$ cat src/rtl/ovl_pkg.sv
package ovl_pkg;
  // Clamp a requested window length into 1..max_len.
  function automatic int win_clamp(int req, int max_len);
    if (req < 1) return 1;
    if (req > max_len) return max_len;
    return req;
  endfunction
endpackage

$ cat src/rtl/ovl_limit_cmp.sv
module ovl_limit_cmp #(
  parameter int SAMPLE_W       = 16,
  parameter int SETTLE_SAMPLES = 16
) (
  input  logic                clk,
  input  logic                rst,
  input  logic                valid,
  input  logic [SAMPLE_W-1:0] data,
  input  logic [SAMPLE_W-1:0] lo,
  input  logic [SAMPLE_W-1:0] hi,
  output logic                viol
);
  localparam int SCW = $clog2(SETTLE_SAMPLES + 2);

  logic [SCW-1:0] settle_q;
  logic           settled;

  assign settled = (settle_q == SCW'(SETTLE_SAMPLES));

  always_ff @(posedge clk) begin
    if (rst) settle_q <= '0;
    else if (valid && !settled) settle_q <= settle_q + SCW'(1);
  end

  // Strict comparison: samples equal to a limit are in range.
  assign viol = valid && settled && ((data > hi) || (data < lo));

  // the settling counter only ever climbs up to its limit.
  assert_settle_mono_R3: assert property (@(posedge clk) disable iff (rst)
    settled |=> settled);
endmodule

$ cat src/rtl/ovl_glitch_win.sv
module ovl_glitch_win
  import ovl_pkg::*;
#(
  parameter int WIN_MAX = 16,
  parameter int CW      = $clog2(WIN_MAX + 1)
) (
  input  logic          clk,
  input  logic          rst,
  input  logic          valid,
  input  logic          viol,
  input  logic          clear,
  input  logic          mask,
  input  logic [CW-1:0] need,
  input  logic [CW-1:0] win_len,
  output logic          fire,
  output logic          trip_pulse,
  output logic          trip_flag
);
  logic [WIN_MAX-1:0] win_q, win_nx;
  logic [CW-1:0]      weff, cnt;

  always_comb begin
    win_nx = {win_q[WIN_MAX-2:0], viol};
    weff   = CW'(win_clamp(int'(win_len), WIN_MAX));
    cnt    = '0;
    for (int i = 0; i < WIN_MAX; i++) begin
      if ((i < int'(weff)) && win_nx[i]) cnt = cnt + CW'(1);
    end
  end

  assign fire = valid && !clear && !trip_flag && !mask &&
                (need != '0) && (cnt >= need);

  always_ff @(posedge clk) begin
    if (rst) begin
      win_q      <= '0;
      trip_pulse <= 1'b0;
      trip_flag  <= 1'b0;
    end else begin
      trip_pulse <= fire;
      if (clear) begin
        trip_flag <= 1'b0;
        win_q     <= '0;
      end else begin
        if (fire)  trip_flag <= 1'b1;
        if (valid) win_q     <= win_nx;
      end
    end
  end

  assert_pulse_single_R4: assert property (@(posedge clk) disable iff (rst)
    trip_pulse |=> !trip_pulse);
  assert_pulse_on_sample_R4: assert property (@(posedge clk) disable iff (rst)
    trip_pulse |-> $past(valid));
  assert_mask_blocks_R7: assert property (@(posedge clk) disable iff (rst)
    trip_pulse |-> !$past(mask));
  assert_flag_sticky_R6: assert property (@(posedge clk) disable iff (rst)
    (trip_flag && !clear) |=> trip_flag);
  assert_flag_rise_R6: assert property (@(posedge clk) disable iff (rst)
    $rose(trip_flag) |-> trip_pulse);
endmodule

$ cat src/rtl/ovl_history.sv
module ovl_history #(
  parameter int SAMPLE_W = 16,
  parameter int DEPTH    = 8,
  parameter int PW       = $clog2(DEPTH)
) (
  input  logic                clk,
  input  logic                rst,
  input  logic                wr_en,
  input  logic [SAMPLE_W-1:0] wr_data,
  input  logic                freeze,
  input  logic                clear,
  input  logic [PW-1:0]       rd_idx,
  output logic [SAMPLE_W-1:0] rd_data
);
  logic [SAMPLE_W-1:0] mem [DEPTH];
  logic [PW-1:0]       wptr;
  logic                frozen;
  logic                wr_ok;

  assign wr_ok = wr_en && !frozen && !clear;

  // Storage without reset so that it maps onto block RAM.
  always_ff @(posedge clk) begin
    if (wr_ok) mem[wptr] <= wr_data;
    rd_data <= mem[wptr - PW'(1) - rd_idx];
  end

  always_ff @(posedge clk) begin
    if (rst) begin
      wptr   <= '0;
      frozen <= 1'b0;
    end else if (clear) begin
      frozen <= 1'b0;
    end else begin
      if (wr_ok)  wptr   <= wptr + PW'(1);
      if (freeze) frozen <= 1'b1;
    end
  end

  assert_frozen_hold_R8: assert property (@(posedge clk) disable iff (rst)
    (frozen && !clear) |=> $stable(wptr));
  assert_freeze_on_trip_R8: assert property (@(posedge clk) disable iff (rst)
    (freeze && !clear) |=> frozen);
endmodule

$ cat src/rtl/ovl_trip_monitor.sv
module ovl_trip_monitor #(
  parameter int SAMPLE_W       = 16,
  parameter int WIN_MAX        = 16,
  parameter int SETTLE_SAMPLES = 16,
  parameter int HIST_DEPTH     = 8
) (
  input  logic                            clk,
  input  logic                            rst,
  input  logic                            smp_valid,
  input  logic [SAMPLE_W-1:0]             smp_data,
  input  logic [SAMPLE_W-1:0]             lim_lo,
  input  logic [SAMPLE_W-1:0]             lim_hi,
  input  logic [$clog2(WIN_MAX+1)-1:0]    viol_need,
  input  logic [$clog2(WIN_MAX+1)-1:0]    win_len,
  input  logic                            trip_mask,
  input  logic                            trip_clear,
  input  logic [$clog2(HIST_DEPTH)-1:0]   hist_idx,
  output logic                            trip_pulse,
  output logic                            trip_flag,
  output logic [SAMPLE_W-1:0]             hist_data
);
  localparam int CW = $clog2(WIN_MAX + 1);
  localparam int PW = $clog2(HIST_DEPTH);

  logic viol, fire;

  ovl_limit_cmp #(.SAMPLE_W(SAMPLE_W), .SETTLE_SAMPLES(SETTLE_SAMPLES)) u_cmp (
    .clk(clk), .rst(rst), .valid(smp_valid), .data(smp_data),
    .lo(lim_lo), .hi(lim_hi), .viol(viol)
  );

  ovl_glitch_win #(.WIN_MAX(WIN_MAX), .CW(CW)) u_win (
    .clk(clk), .rst(rst), .valid(smp_valid), .viol(viol),
    .clear(trip_clear), .mask(trip_mask), .need(viol_need),
    .win_len(win_len), .fire(fire), .trip_pulse(trip_pulse),
    .trip_flag(trip_flag)
  );

  ovl_history #(.SAMPLE_W(SAMPLE_W), .DEPTH(HIST_DEPTH), .PW(PW)) u_hist (
    .clk(clk), .rst(rst), .wr_en(smp_valid), .wr_data(smp_data),
    .freeze(fire), .clear(trip_clear), .rd_idx(hist_idx),
    .rd_data(hist_data)
  );

  assert_reset_quiet_R1: assert property (@(posedge clk)
    $past(rst) |-> (!trip_pulse && !trip_flag));
endmodule

$ cat config.mk
export PLATFORM = sky130hd
export DESIGN_NAME = ovl_trip_monitor
export DESIGN_NICKNAME = d
export VERILOG_FILES = /design/src/rtl/ovl_pkg.sv /design/src/rtl/ovl_limit_cmp.sv /design/src/rtl/ovl_glitch_win.sv /design/src/rtl/ovl_history.sv /design/src/rtl/ovl_trip_monitor.sv
export SDC_FILE = /design/constraint.sdc
export NUM_CORES = 1
export LEC_CHECK = 0
export ABC_AREA = 1
export BUFFER_PORTS_ARGS = -buffer_cell sky130_fd_sc_hd__buf_2
export CORE_MARGIN = 2
export CORE_UTILIZATION = 60
export CTS_BUF_LIST = sky130_fd_sc_hd__clkbuf_8 sky130_fd_sc_hd__clkbuf_16
export DETAILED_ROUTE_END_ITERATION = 8
export PLACE_DENSITY = 0.8
export SYNTH_ARGS = -nofsm -noshare
export SYNTH_HDL_FRONTEND = slang
export SYNTH_SLANG_ARGS = --single-unit
$ cat constraint.sdc
create_clock -name clk -period 12.48 [get_ports clk]
set_input_delay 1.872 -clock clk [delete_from_list [all_inputs] [get_ports clk]]
set_output_delay 1.872 -clock clk [all_outputs]
set_load 0.01 [all_outputs]
==> summary.md <==
| Metric | Value |
|---|---|
| Crit path DAT | `12.19 ns` |
| Routed WL | `19.6 mm` |
| Worst setup path endpoint | `u_win.trip_flag$_SDFFE_PP0P_` |
| Initial drt markers | `551` |
| Filler cells | `1135` |
| CTS Buf Count | `17` |
| # port buffers | `83` |
| Area growth syn-to-layout | `13.6%` |
| Reg clk slew, reported paths | `0.06 ns` |
| TritonRoute pass-1 iters | `5` |
| Root Buffer | `clkbuf_16` |
| Number of max-cap violations | `0` |
| Worst Slack Setup Final | `0.579 ns` |
| Min cycle time layout | `11.90 ns` |
| Layout cells sized above 1 | `0.194` |
| Ys async rst share | `0` |
| Max Transition Viols Final | `0` |
| Routed Antenna Nets | `0` |
| Dpl cells | `around 1.3k` |
| DRC violations left | `0` |
| Register area share after synthesis | `0.498` |
| CP max stage delay | `between 0.3 and 0.4 ns` |
| Post-DP HPWL | `13.6 mm` |
| Hold-fix buffers, CTS | `0` |
| DR vias/cell | `~5.3` |
| Final Skew | `0.00679 ns` |
| Storage cell area | `approximately 0.0047 mm2` |
| Placeable core area | `0.0153 mm2` |
| Worst R2R Start | `u_cmp.settle_q[0]$_SDFFE_PP0P_` |
| Status | `completed` |
| Top_reg_cell synth | `edfxtp_1` |
| Antenna violations before repair | `0` |
| Nets | `1253` |
| Clock buffer depth | `2` |
| Netlist cell types | `48` |
| Setup CP Type | `input port to flop` |
| Grt total ovfl | `0` |
| # rows | `45` |
| Non-filler cells, final | `1355` |
| Fin. Hold Viols | `0` |
| Worst slew pin tran | `0.775 ns` |
| Reg2reg end | `u_win.trip_flag$_SDFFE_PP0P_` |
| Reg power frac | `0.492` |
| Combinational share of power | `0.136` |
| Die width | `129 um` |
| Maximum vdd ir drop | `0.106 mV` |
| Power Internal | `965 uW` |
| Worst Setup Start Kind | `input port` |
| Pleak | `4.91 nW` |
| DR WL/cell | `~14 um` |
| Die area | `0.0166 mm2` |
| Slew margin rel. | `0.484` |
| Clock Latency Late Sink | `roughly 0.42 ns` |
| Net Switching | `approximately 320 uW` |
| Most common cell on crit path | `ha_1` |
| Post-layout util | `0.698` |
| Mapped Area | `0.00937 mm2` |
| Die height | `129 um` |
| R2R Setup Slk | `between 2 and 3 ns` |
| Global-route wire length before repair | `31.5 mm` |
| CTS sink cnt | `169` |
| GP Congestion | `0.793` |
| Area occupied by multi-input gates | `roughly 0.0039 mm2` |
| CTS tree | `yes` |
| Critical-path top delay cell | `ha_1` |
| Post-Syn Area per Cell | `roughly 9 um2` |
| Synthesized netlist cell count | `1042` |
| Largest net degree at the start of global routing | `77` |
| Min Hold Slack | `0.473 ns` |
| Synthesized flop and latch total | `~170` |
| Htree depth | `4` |
| Initial Utilization | `0.614` |
| Worst-path fanout max | `10` |
| Hold Path Class | `flop to flop` |
| Vias in the first global route | `6551` |
| Syn_nets | `1164` |
| CP Launch Point | `smp_data[1]` |
| Diode count | `0` |
| Critical Path RT | `12.77 ns` |
| Sw frac | `0.248` |
| Via count | `7150` |
| EDFF count, synth | `approximately 130` |
| IO Count | `84` |
| Final setup violation count | `0` |
| Clock power frac | `0.372` |
| Pre-CTS setup slack | `-0.181 ns` |
| Fmax | `~84 MHz` |
| Power consumption | `between 1 and 1.5 mW` |
| Tcrit/Tclk final | `0.954` |
| Ys Warns | `0` |
| Cells on worst reg2reg path | `62` |
| GRT Total Usage | `0.244` |
| Critical path capture point type | `flop` |
| Power density cells | `121 mW/mm2` |
cell usage in the layout, fill, tap and decap left out, types with 4 or more instances in the layout:
cell / count
nor3_1: 8
a211oi_1: 6
buf_2: 82
inv_1: 200
a21oi_1: 65
o21ai_2: 4
nand3_1: 35
ha_1: 54
edfxtp_1: 128
nand2_1: 169
a31oi_1: 16
nor2_1: 71
buf_4: 13
nor2_2: 6
mux2i_1: 16
o211ai_1: 19
nand3_2: 15
nand2_4: 6
nand3b_1: 5
nand3_4: 4
nand4_1: 5
nand2_2: 42
clkbuf_16: 17
inv_2: 8
dfxtp_1: 41
o21ai_0: 60
routing by layer:
metal,up-vias,track usage,wire [um]
met5,-,0,0
met4,0,0.0723,220
met3,20,0.0511,1480
met2,236,0.392,9220
met1,3269,0.339,8720
li1,3625,-,-
worst max-delay path: cells and delay by family:
family | cells | cell delay, ns
adder cells (fa/ha/maj) | 15 | 4.25
buffers and inverters | 12 | 0.77
AND/OR/NAND/NOR | 26 | 2.95
AO/OA/AOI/OAI | 18 | 2.33
timing repair:
action / in CTS / in global routing
resized for setup: 0 / 12
setup buffers: 0 / 1
endpoints found under the setup margin: 0 / 2
cells in the mapped netlist (2+ instances only):
master | count | area share
nand2_1 | 171 | 0.068
ha_1 | 55 | 0.073
nor3_2 | 3 | 0.0032
a21oi_1 | 66 | 0.035
edfxtp_1 | 128 | 0.41
inv_2 | 7 | 0.0028
a31oi_1 | 16 | 0.011
nand3b_1 | 5 | 0.0040
nor3_1 | 8 | 0.0043
nor2_1 | 72 | 0.029
or2_2 | 3 | 0.0020
and3_1 | 2 | 0.0013
o21ai_0 | 61 | 0.033
nand3_1 | 35 | 0.019
nand2_2 | 40 | 0.027
mux2i_1 | 16 | 0.017
a211oi_1 | 6 | 0.0048
nand2_4 | 6 | 0.0072
or2_1 | 2 | 0.0013
clkbuf_1 | 21 | 0.0084
nand3_2 | 15 | 0.016
o21a_1 | 3 | 0.0024
nand4_1 | 5 | 0.0033
xor2_1 | 4 | 0.0037
nand3_4 | 4 | 0.0075
and2_1 | 2 | 0.0013
inv_1 | 196 | 0.078
o211ai_1 | 19 | 0.015
dfxtp_1 | 41 | 0.088
buf_1 | 5 | 0.0020
nor2_2 | 5 | 0.0033
o21ai_1 | 4 | 0.0021
cells by family after synthesis:
family,synth area share
muxes,0.0171
xor gates and xnor gates,0.00467
AOI/OAI and AO/OA,0.111
buffers and inverters,0.0928
adders and majority gates,0.0756
DFF,0.498
and+or+nand+nor,0.201
sequential cells by signal, indices dropped and copies added (netlist names):
signal and flops:
u_win.trip_flag 1, u_hist.rd_data 16, u_hist.mem 128, u_win.trip_pulse 1, u_hist.wptr 3, u_win.win_q 15, u_cmp.settle_q 5
layout make-up:
| cell class | count | area share |
|---|---|---|
| Clock buffer | 19 | 0.0425 |
| Clock inverter | 13 | 0.00858 |
| Inverter | 205 | 0.0725 |
| Multi-Input combinational cell | 642 | 0.365 |
| Sequential cell | 169 | 0.438 |
| Tap cell | 211 | 0.0248 |
| Timing Repair Buffer | 96 | 0.0484 |
stage by stage:
stage,setup TNS [ns],area (um2)
CTS,0,10600
global placement,0,10100
global route,-0.168,10700
floorplan,0,9370
detailed placement,-0.327,10100
finish,0,10700
power by group through the flow:
stage	Clock [mW]	Sequential, mW	Combinational, mW
3_3_place_gp	0	0.643	0.163
2_1_floorplan	0	0.647	0.103
5_1_grt	0.504	0.633	0.195
4_1_cts	0.482	0.631	0.172
3_5_place_dp	0	0.643	0.170
6_report	0.478	0.631	0.174
how the worst min path moves through the flow:
| stage | start | endpoint | slack (ns) | depth (start not counted) |
|---|---|---|---|---|
| 6_report | u_win.win_q[14]$_SDFFE_PP0P_ | u_win.win_q[14]$_SDFFE_PP0P_ | 0.47 | 2 |
| 4_1_cts | u_win.win_q[14]$_SDFFE_PP0P_ | u_win.win_q[14]$_SDFFE_PP0P_ | 0.47 | 2 |
| 3_3_place_gp | u_win.win_q[14]$_SDFFE_PP0P_ | u_win.win_q[14]$_SDFFE_PP0P_ | 0.45 | 2 |
| 3_5_place_dp | u_win.win_q[14]$_SDFFE_PP0P_ | u_win.win_q[14]$_SDFFE_PP0P_ | 0.46 | 2 |
| 2_1_floorplan | u_cmp.settle_q[4]$_SDFFE_PP0P_ | u_cmp.settle_q[4]$_SDFFE_PP0P_ | 0.44 | 2 |
| 5_1_grt | u_win.win_q[14]$_SDFFE_PP0P_ | u_win.win_q[14]$_SDFFE_PP0P_ | 0.50 | 2 |
No activity file was read; power rests on OpenSTA's default activity.
